===== config.mk =====
export PLATFORM = sky130hd
export DESIGN_NAME = bkpt_match_unit
export DESIGN_NICKNAME = d
export VERILOG_FILES = /design/src/rtl/bkpt_pkg.sv /design/src/rtl/bkpt_cmp.sv /design/src/rtl/bkpt_event.sv /design/src/rtl/bkpt_match_unit.sv
export SDC_FILE = /design/constraint.sdc
export NUM_CORES = 1
export LEC_CHECK = 0
export ABC_CLOCK_PERIOD_IN_PS = 3650
export BUFFER_PORTS_ARGS = -buffer_cell sky130_fd_sc_hd__buf_4
export CORE_MARGIN = 2
export CORE_UTILIZATION = 44
export DETAILED_ROUTE_END_ITERATION = 6
export GPL_TIMING_DRIVEN = 0
export MAX_ROUTING_LAYER = met4
export SETUP_SLACK_MARGIN = 0.4
export SYNTH_ARGS = -nofsm -noshare
export SYNTH_HDL_FRONTEND = slang
export SYNTH_SLANG_ARGS = --single-unit

===== constraint.sdc =====
create_clock -name clk -period 3.65 [get_ports clk]
set_input_delay 0.365 -clock clk [delete_from_list [all_inputs] [get_ports clk]]
set_output_delay 0.365 -clock clk [all_outputs]
set_load 0.01 [all_outputs]

===== src/rtl/bkpt_pkg.sv =====
package bkpt_pkg;
  typedef enum logic [1:0] {
    ACC_FETCH = 2'b00,
    ACC_READ  = 2'b01,
    ACC_WRITE = 2'b10,
    ACC_PORT  = 2'b11
  } acc_kind_e;

  localparam int REG_W      = 32;
  localparam int SEL_CTRL   = 4;
  localparam int SEL_STAT   = 5;
  localparam int CTL_GUARD  = 13;
  localparam int ST_REGTRAP = 13;
  localparam int ST_STEP    = 14;
  localparam int ST_TASK    = 15;
  localparam int FLD_BASE   = 16;
  localparam int FLD_STRIDE = 4;

  // log2 of a window size given its 2-bit code (undefined code maps to 4 bytes)
  function automatic logic [1:0] span_log2(input logic [1:0] code);
    case (code)
      2'b00:   span_log2 = 2'd0;
      2'b01:   span_log2 = 2'd1;
      default: span_log2 = 2'd2;
    endcase
  endfunction

  // status bits that hold state; every other bit reads as one
  function automatic logic [REG_W-1:0] live_mask(input int nbp);
    logic [REG_W-1:0] m;
    m = '0;
    for (int i = 0; i < nbp; i++) m[i] = 1'b1;
    m[ST_REGTRAP] = 1'b1;
    m[ST_STEP]    = 1'b1;
    m[ST_TASK]    = 1'b1;
    return m;
  endfunction

  // control bits holding the local enables
  function automatic logic [REG_W-1:0] local_mask(input int nbp);
    logic [REG_W-1:0] m;
    m = '0;
    for (int i = 0; i < nbp; i++) m[2*i] = 1'b1;
    return m;
  endfunction
endpackage


===== src/rtl/bkpt_cmp.sv =====
module bkpt_cmp
  import bkpt_pkg::*;
#(
  parameter int AW = 32
) (
  input  logic          clk,
  input  logic          rst,
  input  logic [AW-1:0] bp_addr,
  input  logic          enabled,
  input  logic [1:0]    kind_code,
  input  logic [1:0]    size_code,
  input  logic          ext_en,
  input  logic          acc_valid,
  input  logic [AW-1:0] acc_addr,
  input  logic [1:0]    acc_size,
  input  logic [1:0]    acc_kind,
  input  logic          fetch_block,
  output logic          hit
);
  logic [1:0]    lg_bp, lg_acc, lg;
  logic [AW-1:0] low_mask;
  logic          kind_ok, addr_ok, size_ok;

  always_comb begin
    lg_bp    = span_log2(size_code);
    lg_acc   = span_log2(acc_size);
    lg       = (lg_bp > lg_acc) ? lg_bp : lg_acc;
    low_mask = (AW'(1) << lg) - AW'(1);
    addr_ok  = ((bp_addr ^ acc_addr) & ~low_mask) == '0;
    size_ok  = (size_code != 2'b10);
    case (kind_code)
      2'b00:   kind_ok = (acc_kind == ACC_FETCH) && !fetch_block;
      2'b01:   kind_ok = (acc_kind == ACC_WRITE);
      2'b11:   kind_ok = (acc_kind == ACC_READ) || (acc_kind == ACC_WRITE);
      default: kind_ok = ext_en && (acc_kind == ACC_PORT);
    endcase
    hit = acc_valid && enabled && size_ok && kind_ok && addr_ok;
  end


  bad_size_nohit_chk: assert property (@(posedge clk) disable iff (rst)
    (size_code == 2'b10) |-> !hit);


  resume_block_chk: assert property (@(posedge clk) disable iff (rst)
    (fetch_block && acc_kind == ACC_FETCH) |-> !hit);


  port_needs_ext_chk: assert property (@(posedge clk) disable iff (rst)
    (acc_kind == ACC_PORT && !ext_en) |-> !hit);
endmodule


===== src/rtl/bkpt_event.sv =====
module bkpt_event
  import bkpt_pkg::*;
#(
  parameter int NBP = 4
) (
  input  logic             clk,
  input  logic             rst,
  input  logic [NBP-1:0]   hits,
  input  logic             retire,
  input  logic             step_flag,
  input  logic             guard_hit,
  input  logic             task_sw,
  input  logic             stat_wr,
  input  logic [REG_W-1:0] stat_wdata,
  output logic [REG_W-1:0] stat_q,
  output logic             dbg_req
);
  localparam logic [REG_W-1:0] LIVE = live_mask(NBP);

  logic             step_live;
  logic             step_trap;
  logic [REG_W-1:0] stat_nxt;

  assign step_trap = retire && step_live;

  always_comb begin
    stat_nxt = stat_wr ? (stat_wdata & LIVE) : stat_q;
    stat_nxt[NBP-1:0] = stat_nxt[NBP-1:0] | hits;
    if (step_trap) stat_nxt[ST_STEP]    = 1'b1;
    if (guard_hit) stat_nxt[ST_REGTRAP] = 1'b1;
    if (task_sw)   stat_nxt[ST_TASK]    = 1'b1;
  end

  always_ff @(posedge clk) begin
    if (rst) begin
      stat_q    <= '0;
      dbg_req   <= 1'b0;
      step_live <= 1'b0;
    end else begin
      stat_q  <= stat_nxt;
      dbg_req <= (|hits) || step_trap || guard_hit;
      if (retire) step_live <= step_flag;
    end
  end


  hits_sticky_chk: assert property (@(posedge clk) disable iff (rst)
    !stat_wr |=> ((stat_q[NBP-1:0] & $past(stat_q[NBP-1:0])) == $past(stat_q[NBP-1:0])));


  step_report_chk: assert property (@(posedge clk) disable iff (rst)
    (retire && step_live) |=> (dbg_req && stat_q[ST_STEP]));
endmodule


===== src/rtl/bkpt_match_unit.sv =====
module bkpt_match_unit
  import bkpt_pkg::*;
#(
  parameter int AW  = 32,
  parameter int NBP = 4
) (
  input  logic          clk,
  input  logic          rst,
  input  logic          acc_valid_i,
  input  logic [AW-1:0] acc_addr_i,
  input  logic [1:0]    acc_size_i,
  input  logic [1:0]    acc_kind_i,
  input  logic          retire_i,
  input  logic          step_flag_i,
  input  logic          resume_flag_i,
  input  logic          ext_en_i,
  input  logic          task_sw_i,
  input  logic          reg_en_i,
  input  logic          reg_we_i,
  input  logic          reg_priv_i,
  input  logic [2:0]    reg_sel_i,
  input  logic [31:0]   reg_wdata_i,
  output logic [31:0]   reg_rdata_o,
  output logic          dbg_req_o,
  output logic [31:0]   status_o
);
  localparam int               SEL_W  = 3;
  localparam logic [REG_W-1:0] LIVE   = live_mask(NBP);
  localparam logic [REG_W-1:0] LOCALS = local_mask(NBP);

  logic [AW-1:0]    bp_addr_q [NBP];
  logic [REG_W-1:0] ctrl_q, ctrl_nxt, stat_raw, rd_mux, rdata_q;
  logic [NBP-1:0]   hits;
  logic             res_pend_q, fetch_block;
  logic             acc_ok, guard_hit, wr_go, rd_go, stat_wr;

  assign acc_ok      = reg_en_i && reg_priv_i;
  assign guard_hit   = acc_ok && ctrl_q[CTL_GUARD];
  assign wr_go       = acc_ok && !ctrl_q[CTL_GUARD] && reg_we_i;
  assign rd_go       = acc_ok && !ctrl_q[CTL_GUARD] && !reg_we_i;
  assign stat_wr     = wr_go && (reg_sel_i == SEL_W'(SEL_STAT));
  assign fetch_block = resume_flag_i || res_pend_q;

  // address registers and comparators, one per breakpoint
  for (genvar n = 0; n < NBP; n++) begin : g_bp
    always_ff @(posedge clk) begin
      if (rst)
        bp_addr_q[n] <= '0;
      else if (wr_go && reg_sel_i == SEL_W'(n))
        bp_addr_q[n] <= reg_wdata_i[AW-1:0];
    end

    bkpt_cmp #(.AW(AW)) u_cmp (
      .clk        (clk),
      .rst        (rst),
      .bp_addr    (bp_addr_q[n]),
      .enabled    (ctrl_q[2*n] || ctrl_q[2*n+1]),
      .kind_code  (ctrl_q[FLD_BASE+FLD_STRIDE*n +: 2]),
      .size_code  (ctrl_q[FLD_BASE+FLD_STRIDE*n+2 +: 2]),
      .ext_en     (ext_en_i),
      .acc_valid  (acc_valid_i),
      .acc_addr   (acc_addr_i),
      .acc_size   (acc_size_i),
      .acc_kind   (acc_kind_i),
      .fetch_block(fetch_block),
      .hit        (hits[n])
    );
  end

  // control word: software write, guard self-clear, task-switch local clear
  always_comb begin
    ctrl_nxt = ctrl_q;
    if (wr_go && reg_sel_i == SEL_W'(SEL_CTRL)) ctrl_nxt = reg_wdata_i;
    if (guard_hit) ctrl_nxt[CTL_GUARD] = 1'b0;
    if (task_sw_i) ctrl_nxt = ctrl_nxt & ~LOCALS;
  end

  always_ff @(posedge clk) begin
    if (rst) ctrl_q <= '0;
    else     ctrl_q <= ctrl_nxt;
  end

  // resume suppression lasts until the next retire
  always_ff @(posedge clk) begin
    if (rst)                res_pend_q <= 1'b0;
    else if (resume_flag_i) res_pend_q <= 1'b1;
    else if (retire_i)      res_pend_q <= 1'b0;
  end

  // read path
  always_comb begin
    rd_mux = '0;
    for (int i = 0; i < NBP; i++)
      if (reg_sel_i == SEL_W'(i)) rd_mux = REG_W'(bp_addr_q[i]);
    if (reg_sel_i == SEL_W'(SEL_CTRL)) rd_mux = ctrl_q;
    if (reg_sel_i == SEL_W'(SEL_STAT)) rd_mux = stat_raw | ~LIVE;
  end

  always_ff @(posedge clk) begin
    if (rst)        rdata_q <= '0;
    else if (rd_go) rdata_q <= rd_mux;
    else            rdata_q <= '0;
  end

  bkpt_event #(.NBP(NBP)) u_event (
    .clk       (clk),
    .rst       (rst),
    .hits      (hits),
    .retire    (retire_i),
    .step_flag (step_flag_i),
    .guard_hit (guard_hit),
    .task_sw   (task_sw_i),
    .stat_wr   (stat_wr),
    .stat_wdata(reg_wdata_i),
    .stat_q    (stat_raw),
    .dbg_req   (dbg_req_o)
  );

  assign reg_rdata_o = rdata_q;
  assign status_o    = stat_raw | ~LIVE;


  task_clears_local_chk: assert property (@(posedge clk) disable iff (rst)
    task_sw_i |=> ((ctrl_q & LOCALS) == '0));


  guard_trap_chk: assert property (@(posedge clk) disable iff (rst)
    (reg_en_i && reg_priv_i && ctrl_q[CTL_GUARD]) |=>
      (dbg_req_o && status_o[ST_REGTRAP] && !ctrl_q[CTL_GUARD]));


  unpriv_ignored_chk: assert property (@(posedge clk) disable iff (rst)
    (reg_en_i && !reg_priv_i && !task_sw_i) |=> (reg_rdata_o == '0 && $stable(ctrl_q)));
endmodule


# After elaboration in Yosys (flattened, before gate mapping)

Memories as Yosys holds them, arrays and structs flattened.
Cells that the tools add are included.

Add/subtract/negate cells: 4
$lt $le $gt $ge: 4
Equality and inequality tests: 25
Shifts and indexed selects: 4
Multiplexer cells: 45
Bitwise operators: 18
Reduce and logical (&&, ||, !) cells: 63

Operator list:

| operator                                                               | number |
|---|---|
| 32-bit 2-to-1 mux                                                      | 11 |
| 32-bit AND                                                             | 4 |
| 32-bit logical NOT                                                     | 4 |
| 32-bit inverter                                                        | 4 |
| 1-bit by 2-bit left shift with 32-bit output (first input constant)    | 4 |
| 32-bit by 2-bit subtractor with 32-bit output (second input constant)  | 4 |
| 32-bit bitwise XOR                                                     | 4 |
| 1-bit logical AND                                                      | 30 |
| 2-bit by 1-bit equality test with 1-bit output (second input constant) | 10 |
| 2-bit logical NOT                                                      | 10 |
| 1-bit 2-to-1 mux                                                       | 20 |
| 2-bit case mux with 2 select lines                                     | 5 |
| 16-bit 2-to-1 mux                                                      | 1 |
| 2-bit equality test (second input constant)                            | 6 |
| 1-bit case mux with 3 select lines                                     | 4 |
| 2-bit greater-than comparator                                          | 4 |
| 1-bit logical OR                                                       | 8 |
| 2-bit 2-to-1 mux                                                       | 4 |
| 2-bit != test (second input constant)                                  | 4 |
| 2-bit nonzero test                                                     | 4 |
| 3-bit by 2-bit equality test with 1-bit output (second input constant) | 2 |
| 3-bit equality test (second input constant)                            | 2 |
| 1-bit OR                                                               | 4 |
| 4-bit OR                                                               | 1 |
| 6 further kinds                                                        | 9 |

Bits in registers: 74
RAM bits: 128
Output and inout bits: 65
Memories: 1

Memory list:

| memory    | depth | width | read ports | clocked after Yosys merged registers in | write ports | line                  | text |
|---|---|---|---|---|---|---|---|
| bp_addr_q | 4     | 32    | 4          | 0                                       | 4           | bkpt_match_unit.sv:31 | `logic [AW-1:0] bp_addr_q [NBP];` |

# Depth between registers and ports, before layout

Depth in word-level cells: 13
Gate-level depth with buffers: 9
Depth with buffers taken out: 9

# By module

A second synthesis with hierarchy kept.

Cell total of the unflattened synthesis: 1015
Area total of the unflattened synthesis: 11303.3 sq um

Modules (own cells, without submodules):

| module          | instances | cells each | area an instance (sq um) |
|---|---|---|---|
| bkpt_match_unit | 1         | 685        | 8557.0 |
| bkpt_cmp        | 4         | 67         | 550.5 |
| bkpt_event      | 1         | 62         | 544.3 |

# Worst setup path after synthesis

OpenSTA, ideal clock, no wires.

Kind: input-to-reg
Start: input reg_sel_i[1]
End: memory bp_addr_q[0][0] (enable)
Setup time: 428 ps
Data arrival time: 2419 ps
Data required time: 3222 ps
Path slack: 803 ps
Stages on the path: 3
Path through: buf_2 > or3_1 > o21bai_1

RTL lines:

| element     | line                  | text |
|---|---|---|
| from (decl) | bkpt_match_unit.sv:21 | `input logic [2:0] reg_sel_i,` |
| to (decl)   | bkpt_match_unit.sv:31 |  |

==> metrics.cfg <==
[die]
initial_utilization_pct=44.6
fp.dieH_um=157
ios=147
fp.dieW_um=157
core.rowCount=56
design.die.area_um2=24800
core_um2=23300

[cells_and_area]
syn2layout_area_growth_pct=22.6
num_antenna_cells=0
drive_above_1_share_pct=19.5
nets=1224
fin_util_pct=54.6
nFillCells=2139

[power_and_ir_drop]
leakagePower_nw=4.68
peakVddDrop_v=0.000511
powerDensity_nw_per_um2=448

[cts]
htree_num_levels=1
cts_buffer_depth=3
ctsResizeCount=0
cts_setup_buffers=0
cts.sinks=202
path_clk_slew_ns=0.06
insertion_delay_ns=0.53
clock-root-buffer=clkbuf_16
hold_buffers=0
cts_tree=done
numCtsBuffers=24

[drt]
viasPerCell=5.63
drt_iter0_drc=983
drtPass1Iterations=5
final_antenna_net_count=0
wl_um=36300
wl_per_cell_um=24.9
drc=0
vias=8215

[timing]
finalSetupViolations=0
post-route-period-util_pct=69.0
rsz0062_at_grt=no
hold_viol_final=0
whs_ns=0.0527
slew_headroom_pct=35.3
fmax_ghz=0.397
slew_violations=0
min_period_ns=2.52
skew_ns=0.0229
worst_pin_slew_ns=0.963
fin_tns_setup_ns=0

[synthesis]
synth_top_area_share_pct=37.1
yosys_warnings=0
yosysUniqueCellTypes=58
syn_avg_cell_area_um2=10.9
ys_ff_latch=202
netlist_instances=948
ys_top_cells_by_area=edfxtp_1, dfxtp_1, and2_1
synth_async_sr_flop_share_pct=0
synth.yosys.seq_area_share_pct=51.4
synth_edf_count=128
yosysTopAreaCell=edfxtp_1
synth_ff_type=edfxtp_1
syn_area_um2=10400

[hold_path]
min-delay-path-class=input pin to flip-flop
min_from=reg_priv_i

[flow_run]
maxCapViolations=0

[global_routing]
grt_pass1_wl_um=52500
grt_pass1_vias=7943
grt_usage_pct=30.4
grt-ovfl-total=0
antenna_found_initial=0
grt_max_degree=26

[critical_path]
end_kind=flip-flop
cp.required_ns=4.10
startpoint_type=flip-flop
startpoint=bp_addr_q[2][20]
crit_fanout=2
timing_worst_setup_path_type=flip-flop to flip-flop
r2r_start=bp_addr_q[2][20]
arrival_ns=2.97

[placement]
io_buffers=121
gp_congestion=1.01
dp_hpwl_um=27100

[outcome]
outcome=finished, final reports clean

-- routing by layer --
metal / global-route usage, % / vias to the layer above / share of wire (%)
met1: 41.3 / 3977 / 41
met2: 47.1 / 452 / 46
met3: 4.76 / 83 / 9.5
met4: 9.61 / 0 / 3.5
met5: - / - / 0
li1: - / 3703 / -
-- synth_stat cells (all sizes together), types with 2 or more instances --
library cell	n
nor2b	3
clkbuf	37
buf	41
xnor2	43
o21ai	6
mux2i	23
nand2	64
o22ai	2
a21oi	57
nor2	33
or3b	2
nand4	15
o211ai	2
and3b	2
nor3b	3
dfxtp	74
a22oi	60
o2111ai	2
a221oi	2
mux4	7
nand2b	3
a311o	2
o221ai	2
nand3b	2
nand3	4
or3	2
a311oi	2
o21bai	4
xor2	85
and2	129
nor3	10
inv	15
ha	19
a211oi	2
edfxtp	128
a31oi	27
nor4	21
or4	2
-- flip-flops by register name, indices dropped and copies added, names as in the netlist --
name and flops:
bp_addr_q 128, ctrl_q 32, reg_rdata_o 32, u_event.stat_q 7
res_pend_q 1, u_event.dbg_req 1, u_event.step_live 1
-- stage by stage --
stage	worst slack (ns)	area (um^2)	cells	power (mW)
global route	0.979	12700	1460	5.83
finish	1.13	12700	1460	5.69
CTS	1.14	12700	1460	5.69
detailed placement	0.900	11900	1416	3.27
floorplan	0.803	10500	972	2.93
global placement	-1.03	11800	1412	3.26
-- critical path, stage by stage (launching register included) --
cell and delay [ns]:
edfxtp_1 0.41, xor2_1 0.17, nor4_1 0.67, nand3_1 0.21, or4_1 0.62, and3_1 0.21
a41oi_2 0.17
-- where the power goes --
| group | total [mW] | internal [mW] | switching (mW) |
|---|---|---|---|
| registers | 2.59 | 2.52 | 0.0695 |
| clock network | 2.45 | 1.46 | 0.984 |
| logic | 0.654 | 0.255 | 0.399 |
-- cell families (layout without fill, tap and decap cells) --
kind of cell    Yosys count  in the layout  synth area share (%)
compound gates          177            177                  11.4
xor+xnor                128            128                  10.8
fa+ha+maj                19             19                  2.29
buf+inv                  93            262                  4.44
flops                   202            202                  51.4
mux                      30             30                  3.74
other cells               1             25                0.0362
simple gates            298            298                  15.9
-- cell type report --
class | count | area [um^2] | area share, %
inverter | 15 | 56.3 | 0.443
clock buffer | 29 | 639 | 5.03
sequential | 202 | 5330 | 41.9
tap | 319 | 399 | 3.14
buffer | 78 | 404 | 3.18
clock inverter | 15 | 164 | 1.29
timing repair buffer | 125 | 1000 | 7.90
multi-input combinational | 677 | 4710 | 37.1
-- placed cells by master (no fill, tap or decap), drive strengths merged, types with 3 or more instances in the layout --
master	instances
a31oi	27
dfxtp	74
bufinv	3
mux4	7
nand2	64
nand4	15
ha	19
nor2	33
o21bai	4
mux2i	23
clkinv	11
and2	129
nand2b	3
conb	25
nor3b	3
buf	166
o21ai	6
xnor2	43
clkbuf	66
edfxtp	128
a22oi	60
nor2b	3
nand3	4
inv	16
nor3	10
nor4	21
xor2	85
a21oi	57
-- path summary, 6_finish.rpt --
check                                       end  slack [ns]  cells past startpoint
worst max-delay path            u_event.dbg_req        1.13                      6
worst min-delay path                 ctrl_q[13]        0.05                      2
worst max register to register  u_event.dbg_req        1.13                      6
worst min register to register       ctrl_q[10]        0.47                      2
Note: power is estimated with default switching activity, not from simulation.
